## config.mk

```make
export PLATFORM = sky130hd
export DESIGN_NAME = eprom_read_ctrl
export DESIGN_NICKNAME = d
export VERILOG_FILES = /design/src/rtl/eprom_rd_pkg.sv /design/src/rtl/eprom_wait_timer.sv /design/src/rtl/eprom_cs_decode.sv /design/src/rtl/eprom_read_ctrl.sv
export SDC_FILE = /design/constraint.sdc
export NUM_CORES = 1
export LEC_CHECK = 0
export ABC_AREA = 1
export BUFFER_PORTS_ARGS = -buffer_cell sky130_fd_sc_hd__buf_2
export CORE_MARGIN = 4
export CORE_UTILIZATION = 46
export DETAILED_ROUTE_END_ITERATION = 6
export PLACE_DENSITY_LB_ADDON = 0.25
export SLEW_MARGIN = 0
export SYNTH_ARGS = -nofsm -noshare
export SYNTH_HDL_FRONTEND = slang
export SYNTH_SLANG_ARGS = --single-unit
```

## constraint.sdc

```tcl
create_clock -name clk -period 3.6 [get_ports clk]
set_clock_uncertainty 0.15 [all_clocks]
set_input_delay 0.36 -clock clk [delete_from_list [all_inputs] [get_ports clk]]
set_output_delay 0.36 -clock clk [all_outputs]
set_load 0.03 [all_outputs]
```

## src/rtl/eprom_rd_pkg.sv

```systemverilog
package eprom_rd_pkg;

    typedef enum logic [1:0] {
        ST_IDLE   = 2'd0,
        ST_SETUP  = 2'd1,
        ST_STROBE = 2'd2,
        ST_FLOAT  = 2'd3
    } rd_state_e;

    // Nanoseconds to whole clock cycles, rounded up, never below one.
    function automatic int unsigned ns_to_cycles(input int unsigned t_ns,
                                                 input int unsigned clk_ns);
        int unsigned c;
        c = (t_ns + clk_ns - 1) / clk_ns;
        if (c < 1) c = 1;
        return c;
    endfunction

    function automatic int unsigned max_u(input int unsigned a, input int unsigned b);
        return (a > b) ? a : b;
    endfunction

endpackage

```

## src/rtl/eprom_wait_timer.sv

```systemverilog
module eprom_wait_timer #(
    parameter int CNT_W = 4
) (
    input  logic             clk,
    input  logic             rst_n,
    input  logic             load,
    input  logic [CNT_W-1:0] load_val,
    output logic             expired
);
    logic [CNT_W-1:0] cnt_d, cnt_q;

    always_comb begin
        cnt_d = cnt_q;
        if (load) begin
            cnt_d = load_val;
        end else if (cnt_q != '0) begin
            cnt_d = cnt_q - 1'b1;
        end
    end

    always_ff @(posedge clk or negedge rst_n) begin
        if (!rst_n) cnt_q <= '0;
        else        cnt_q <= cnt_d;
    end

    assign expired = (cnt_q == '0);
endmodule

```

## src/rtl/eprom_cs_decode.sv

```systemverilog
module eprom_cs_decode #(
    parameter int SEL_W = 2,
    localparam int NUM_DEV = 1 << SEL_W
) (
    input  logic             enable,
    input  logic [SEL_W-1:0] sel,
    output logic [NUM_DEV-1:0] ce_n
);
    for (genvar i = 0; i < NUM_DEV; i++) begin : g_dev
        assign ce_n[i] = ~(enable && (sel == SEL_W'(i)));
    end
endmodule

```

## src/rtl/eprom_read_ctrl.sv

```systemverilog
module eprom_read_ctrl
    import eprom_rd_pkg::*;
#(
    parameter int ADDR_W     = 18,
    parameter int DEV_ADDR_W = 16,
    parameter int DATA_W     = 8,
    parameter int CLK_NS     = 4,
    parameter int T_ACC_NS   = 45,
    parameter int T_CE_NS    = 45,
    parameter int T_OE_NS    = 25,
    parameter int T_FLOAT_NS = 25,
    localparam int SEL_W     = ADDR_W - DEV_ADDR_W,
    localparam int NUM_DEV   = 1 << SEL_W
) (
    input  logic                  clk,
    input  logic                  rst_n,
    input  logic                  req_valid,
    output logic                  req_ready,
    input  logic [ADDR_W-1:0]     req_addr,
    output logic                  rsp_done,
    output logic [DATA_W-1:0]     rsp_data,
    output logic [DEV_ADDR_W-1:0] mem_addr,
    output logic [NUM_DEV-1:0]    mem_ce_n,
    output logic                  mem_oe_n,
    input  logic [DATA_W-1:0]     mem_data_in
);
    localparam int ACC_CYC = int'(max_u(ns_to_cycles(T_ACC_NS, CLK_NS),
                                        ns_to_cycles(T_CE_NS, CLK_NS)));
    localparam int OE_CYC  = int'(ns_to_cycles(T_OE_NS, CLK_NS));
    localparam int FLT_CYC = int'(ns_to_cycles(T_FLOAT_NS, CLK_NS));
    localparam int PRE_CYC = (ACC_CYC > OE_CYC) ? (ACC_CYC - OE_CYC) : 1;
    localparam int MAX_CYC = int'(max_u(max_u(PRE_CYC, OE_CYC), FLT_CYC));
    localparam int CNT_W   = (MAX_CYC > 1) ? $clog2(MAX_CYC) : 1;

    typedef struct packed {
        rd_state_e         st;
        logic [ADDR_W-1:0] addr;
        logic              sel_en;
        logic              oe;
        logic              done;
        logic [DATA_W-1:0] data;
    } ctl_t;

    ctl_t             ctl_d, ctl_q;
    logic             tmr_load;
    logic [CNT_W-1:0] tmr_val;
    logic             tmr_expired;

    eprom_wait_timer #(.CNT_W(CNT_W)) u_timer (
        .clk      (clk),
        .rst_n    (rst_n),
        .load     (tmr_load),
        .load_val (tmr_val),
        .expired  (tmr_expired)
    );

    eprom_cs_decode #(.SEL_W(SEL_W)) u_decode (
        .enable (ctl_q.sel_en),
        .sel    (ctl_q.addr[ADDR_W-1:DEV_ADDR_W]),
        .ce_n   (mem_ce_n)
    );

    always_comb begin
        ctl_d      = ctl_q;
        ctl_d.done = 1'b0;
        tmr_load   = 1'b0;
        tmr_val    = '0;
        unique case (ctl_q.st)
            ST_IDLE: begin
                if (req_valid) begin
                    ctl_d.addr   = req_addr;
                    ctl_d.sel_en = 1'b1;
                    ctl_d.st     = ST_SETUP;
                    tmr_load     = 1'b1;
                    tmr_val      = CNT_W'(PRE_CYC - 1);
                end
            end
            ST_SETUP: begin
                if (tmr_expired) begin
                    ctl_d.oe = 1'b1;
                    ctl_d.st = ST_STROBE;
                    tmr_load = 1'b1;
                    tmr_val  = CNT_W'(OE_CYC - 1);
                end
            end
            ST_STROBE: begin
                if (tmr_expired) begin
                    ctl_d.data   = mem_data_in;
                    ctl_d.done   = 1'b1;
                    ctl_d.sel_en = 1'b0;
                    ctl_d.oe     = 1'b0;
                    ctl_d.st     = ST_FLOAT;
                    tmr_load     = 1'b1;
                    tmr_val      = CNT_W'(FLT_CYC - 1);
                end
            end
            ST_FLOAT: begin
                if (tmr_expired) ctl_d.st = ST_IDLE;
            end
            default: ctl_d.st = ST_IDLE;
        endcase
    end

    always_ff @(posedge clk or negedge rst_n) begin
        if (!rst_n) begin
            ctl_q <= '{st: ST_IDLE, addr: '0, sel_en: 1'b0, oe: 1'b0,
                       done: 1'b0, data: '0};
        end else begin
            ctl_q <= ctl_d;
        end
    end

    assign req_ready = (ctl_q.st == ST_IDLE);
    assign mem_addr  = ctl_q.addr[DEV_ADDR_W-1:0];
    assign mem_oe_n  = ~ctl_q.oe;
    assign rsp_done  = ctl_q.done;
    assign rsp_data  = ctl_q.data;
endmodule

```

==> reports/qor.yml, run 1 <==
power_and_ir_drop:
  ir_drop_mv: 0.466
  power.leakage_uw: 0.00118
  power.density_cell_area_nw_per_um2: 1030
clock_network:
  cts.clk_slew.worst_paths_ps: 70
  post_cts_setup_buffer_count: 0
  cts_buffers: 5
  clockRootBuffer: "sky130_fd_sc_hd__clkbuf_8"
  htree_num_levels: 2
  cts_buffer_depth: 2
  clk_latency_worst_skew_pair_ps: 270
  post_cts_resized: 0
  cts_tree: "done"
  cts_sinks: 34
  postCtsHoldBufs: 0
logic_synthesis:
  synth_warnings: 0
  ys_types: 20
  post-synth-top-area-fraction_pct: 49.3
  synthesis.instances: 208
  yosysMostFrequentCell: "sky130_fd_sc_hd__nand2_1"
  synth_top_cells_by_count: "sky130_fd_sc_hd__nand2_1 (97), sky130_fd_sc_hd__dfrtp_1 (34), sky130_fd_sc_hd__buf_4 (26)"
  netlist_top_cells_area: "sky130_fd_sc_hd__dfrtp_1 (49%), sky130_fd_sc_hd__nand2_1 (21%), sky130_fd_sc_hd__buf_4 (11%)"
  mappedNetlistNets: 244
  sequential_to_total_area_share_from_yosys_stat_pct: 49.3
  syn-cell-area_um2: 1730
  synth_edf_count: 0
  yosysTopAreaCell: "sky130_fd_sc_hd__dfrtp_1"
  synth_area_per_cell_um2: 8.30
  synthArstFlopShare_pct: 100
  ff_latch_count_synth: 34
  synth_flop_type: "sky130_fd_sc_hd__dfrtp_1"
floorplan:
  io-pin-count: 60
  number_of_cell_rows: 21
  starting_density_of_the_core_pct: 49.8
  core_area_um2: 3470
  die_h_um: 69.3
  die-area_um2: 4800
  floorplan.die.width_um: 69.3
placement:
  post_dp_cell_area_um2: 1880
  gp_congestion: 0.706
  placement.io_buffers: 59
  detailedPlacementHpwl_um: 2370
  dpl_worst_slack_ps: 1860
drt:
  drt-pass1-iter-count: 4
  vias_per_cell: 4.40
  drt_first_iter_violations: 83
  wl_per_cell_um: 10.9
  route.antenna.remaining_nets: 0
  finalWirelength_um: 3200
  route.detailed.drc: 0
  route.vias.total: 1290
global_route:
  grt_antenna_before_repair: 0
  track_usage_pct: 14.5
  grt_pass1_vias: 1270
  grt_start_max_net_pins: 35
  grt.overflow.total: 0
  grt_pass1_wl_um: 5650
timing:
  timing_worst_slew_pin_value_ps: 720
  count_of_final_max_slew_check_failures: 0
  worst_slack_ps: 1820
  report.final.setup_viol: 0
  fmax_mhz: 563
  fin_hold_viols: 29
  timing.max_slew.rel_slack_pct: 52.0
  rsz0062_at_grt: "false"
  layout_min_cycle_time_ps: 1780
  fin_setup_tns_ps: 0
  hold-worst-slack_ps: -14.7
  final_min_period_over_clock_period_pct: 49.3
layout:
  utilization_pct: 57.4
  antenna_cells_inserted: 0
  final_area_um2: 1990
  area.growth.synth_to_final_pct: 15.4
  final_layout_size_suffix_gt1_share_pct: 30.8
  num-fill-cells: 338
  design.final.nets: 283
  multi_input_area_um2: 607
  seq_area_um2: 851
worst_setup_path:
  timing.critical_path.from: "ctl_q[30]"
  reg2reg_from: "ctl_q[30]"
  critical_path.max_fanout: 5
  timing_worst_setup_path_type: "register to output pin"
  cp_data_required_time_ps: 3090
  worstSetupEndpointType: "output pin"
  critical_path_arrival_ps: 1270
  kind_of_start_point_of_the_critical_path: "register"
job:
  cap_violations: 0
status:
  violations: "negative hold slack"
  status: "finished with violations"
hold_path:
  holdCritPathClass: "primary input to asynchronous set/reset pin"
-- worst max-delay path: stages, from the launching register on --
cell                      delay [ps]
sky130_fd_sc_hd__dfrtp_1         410
sky130_fd_sc_hd__inv_1           120
sky130_fd_sc_hd__ha_1            240
sky130_fd_sc_hd__buf_2           230
-- power by group --
part           internal, µW  switching (µW)
registers               568             107
clock network           221             128
logic                   309             713
total                  1100             948
-- state kept, by name, summed over array words and instances, names as in the netlist --
name and cells:
ctl_q 6, mem_addr 16, rsp_data 8, rsp_done 1
u_timer.cnt_q 3
-- metal layers --
layer	vias to the layer above	track usage [%]	wire length (µm)
li1	686	-	-
met1	558	17.7	1450
met2	42	22.9	1440
met3	4	5.80	263
met4	0	5.86	52
met5	-	0	0
-- kinds of logic after synthesis --
group,share of synthesized area [%]
buf+inv,15.6
simple gates,28.9
fa+ha+maj,5.07
compound gates,1.16
flops,49.3
-- stage by stage --
step | std cells | total power (µW)
2_1_floorplan | 208 | 1630
3_3_place_gp | 286 | 1700
3_5_place_dp | 286 | 1720
4_1_cts | 293 | 2070
5_1_grt | 293 | 2220
6_report | 293 | 2050
-- worst paths after layout --
check	to	slack, ps	depth (start not counted)
hold / removal	mem_addr[11]	-10	1
setup / recovery	req_ready	1820	3
min in group clk	rsp_data[2]	120	3
setup reg to reg	ctl_q[28]	1890	5
max in group asynchronous	ctl_q[29]	2850	1
hold reg to reg	mem_addr[13]	330	2
-- cell usage in the layout, fill, tap and decap left out, types with 2 or more instances in the layout --
cell type,instances
sky130_fd_sc_hd__buf_2,59
sky130_fd_sc_hd__nor2_1,2
sky130_fd_sc_hd__o21ai_0,2
sky130_fd_sc_hd__nand3_1,9
sky130_fd_sc_hd__inv_2,2
sky130_fd_sc_hd__dfrtp_1,34
sky130_fd_sc_hd__nand2_2,3
sky130_fd_sc_hd__clkbuf_8,6
sky130_fd_sc_hd__nand2_1,97
sky130_fd_sc_hd__ha_1,7
sky130_fd_sc_hd__inv_1,14
sky130_fd_sc_hd__nand4_1,3
-- layout make-up --
cell class | count | share of cell area (%)
Multi-Input combinational cell | 130 | 30.5
Tap cell | 46 | 2.89
Sequential cell | 34 | 42.7
Clock buffer | 6 | 4.15
Inverter | 17 | 3.45
Clock inverter | 1 | 1.51
Timing Repair Buffer | 59 | 14.8
Note: power is estimated with default switching activity, not from simulation.
==> inputs of run 2 (changes only) <==
==> constraint.sdc (replaced) <==
create_clock -name clk -period 1.8 [get_ports clk]
set_clock_uncertainty 0.15 [all_clocks]
set_input_delay 0.18 -clock clk [delete_from_list [all_inputs] [get_ports clk]]
set_output_delay 0.18 -clock clk [all_outputs]
set_load 0.03 [all_outputs]
==> reports/qor.yml, run 2 (synthesis gave the netlist of run 1 again) <==
status:
  status: "completed"  # was finished with violations
placement:
  gp_congestion: 0.767  # was 0.706
  dpl_worst_slack_ps: 294  # was 1860 ps
  detailedPlacementHpwl_um: 2350  # was 2370 µm
  placement.io_buffers: 59  # unchanged
clock_network:
  cts.clk_slew.worst_paths_ps: 60  # was 70 ps
  post_cts_setup_buffer_count: 0  # unchanged
  cts_tree: "done"  # unchanged
  cts_buffer_depth: 2  # unchanged
  clk_latency_worst_skew_pair_ps: 270  # about the same
  cts_buffers: 5  # unchanged
  post_cts_resized: 0  # unchanged
  clockRootBuffer: "sky130_fd_sc_hd__clkbuf_8"  # unchanged
  cts_sinks: 34  # unchanged
  htree_num_levels: 2  # unchanged
floorplan:
  io-pin-count: 60  # unchanged
  die_h_um: 69.3  # unchanged
  core_area_um2: 3470  # unchanged
  starting_density_of_the_core_pct: 49.8  # unchanged
  number_of_cell_rows: 21  # unchanged
  die-area_um2: 4800  # unchanged
  floorplan.die.width_um: 69.3  # unchanged
drt:
  wl_per_cell_um: 10.6  # was 10.9 µm
  drt_first_iter_violations: 46  # was 83
  route.detailed.drc: 0  # unchanged
  route.antenna.remaining_nets: 0  # unchanged
  route.vias.total: 1378  # was 1,290
  finalWirelength_um: 3410  # was 3200 µm
  vias_per_cell: 4.28  # was 4.40
  drt-pass1-iter-count: 4  # unchanged
worst_setup_path:
  critical_path.max_fanout: 5  # unchanged
  cp_data_required_time_ps: 1470  # was 3090 ps
  critical_path_arrival_ps: 1250  # was 1270 ps
  worstSetupEndpointType: "output pin"  # unchanged
  reg2reg_from: "ctl_q[29]"  # was ctl_q[30]
  kind_of_start_point_of_the_critical_path: "register"  # unchanged
  timing.critical_path.from: "ctl_q[29]"  # was ctl_q[30]
  timing_worst_setup_path_type: "register to output pin"  # unchanged
timing:
  timing.max_slew.rel_slack_pct: 73.3  # was 52.0%
  rsz0062_at_grt: "false"  # unchanged
  count_of_final_max_slew_check_failures: 0  # unchanged
  report.final.setup_viol: 0  # unchanged
  timing_worst_slew_pin_value_ps: 401  # was 720 ps
  fmax_mhz: 633
  worst_slack_ps: 219  # was 1820 ps
  layout_min_cycle_time_ps: 1580
  final_min_period_over_clock_period_pct: 87.8
  fin_hold_viols: 0  # was 29
  fin_setup_tns_ps: 0  # unchanged
layout:
  final_layout_size_suffix_gt1_share_pct: 28.3  # was 30.8%
  final_cell_mix: "sky130_fd_sc_hd__nand2_1 (97), sky130_fd_sc_hd__buf_2 (59), sky130_fd_sc_hd__dfrtp_1 (34), sky130_fd_sc_hd__dlygate4sd3_1 (27), sky130_fd_sc_hd__inv_1 (14)"  # was sky130_fd_sc_hd__nand2_1 (97), sky130_fd_sc_hd__buf_2 (59), sky130_fd_sc_hd__dfrtp_1 (34), sky130_fd_sc_hd__inv_1 (14), sky130_fd_sc_hd__nand3_1 (9)
  number_of_flip_flops_in_the_largest_register: 16  # unchanged
  area.growth.synth_to_final_pct: 32.6  # was 15.4%
  num-fill-cells: 288  # was 338
  layout_commonest_cell: "sky130_fd_sc_hd__nand2_1"  # unchanged
  design.final.nets: 312  # was 283
  antenna_cells_inserted: 0  # unchanged
job:
  cap_violations: 0  # unchanged
power_and_ir_drop:
  power.density_cell_area_nw_per_um2: 1810  # was 1030 nW/µm²
  ir_drop_mv: 0.890  # was 0.466 mV
  power.leakage_uw: 0.00131  # was 0.00118 µW
global_route:
  track_usage_pct: 15.3  # was 14.5%
  grt_antenna_before_repair: 0  # unchanged
  grt.overflow.total: 0  # unchanged
  grt_pass1_vias: 1387  # was 1,270
  grt_pass1_wl_um: 6130  # was 5650 µm
  grt_start_max_net_pins: 21  # was 35
hold_path:
  holdCritPathClass: "primary input to register"  # was primary input to asynchronous set/reset pin
  hold_path_startpoint: "req_valid"
==> run 2: final timing paths <==
path,endpoint,slack (ps),cells past startpoint
worst max register to register,ctl_q[28],300,5
min in group asynchronous,mem_addr[11],220,2
worst max-delay path,req_ready,220,3
max in group asynchronous,mem_addr[7],860,3
worst min-delay path,ctl_q[10],140,4
worst min register to register,mem_addr[8],320,2
==> run 2: area by class of cell <==
class | instances | area, µm² | area share [%]
Inverter | 17 | 68.8 | 3.01
Clock buffer | 6 | 82.6 | 3.61
Clock inverter | 1 | 30.0 | 1.31
Timing Repair Buffer | 88 | 593 | 25.9
Tap cell | 46 | 57.6 | 2.51
Multi-Input combinational cell | 130 | 607 | 26.5
Sequential cell | 34 | 851 | 37.2
==> run 2: layer usage <==
layer,GRT usage (%),routed length [µm],vias to the layer above
met1,17.0,1460,596
met3,5.22,213,4
li1,-,-,740
met2,28.1,1710,38
met5,0,0,-
met4,3.25,20,0
==> run 2: power by group <==
part           switching (µW)  internal [µW]  total, µW
sequential                207           1140       1340
combinational            1450            669       2110
clock                     239            442        681
total                    1890           2250       4140
==> run 2: timing repair <==
item                                    in CTS  in global routing
hold buffers                                27                  0
endpoints found under the setup margin       0                  0
hold endpoints to repair                    42                  0
==> run 2: through the flow <==
stage / cell area (µm²) / hold WS (ps) / power (µW) / instances / utilization, %
after floorplan: 1730 / -266 / 3260 / 208 / -
final: 2290 / 137 / 4140 / 322 / 66.0
after CTS: 2290 / 134 / 4180 / 322 / 66.0
after detailed placement: 1910 / -20.0 / 3440 / 288 / 55.0
after global placement: 1910 / -17.7 / 3410 / 288 / 55.0
after global routing: 2290 / 158 / 4480 / 322 / 66.0
==> run 2: critical path, stage by stage (launching register included) <==
cell	delay, ps
sky130_fd_sc_hd__dfrtp_1	410
sky130_fd_sc_hd__inv_1	110
sky130_fd_sc_hd__ha_1	240
sky130_fd_sc_hd__buf_2	230
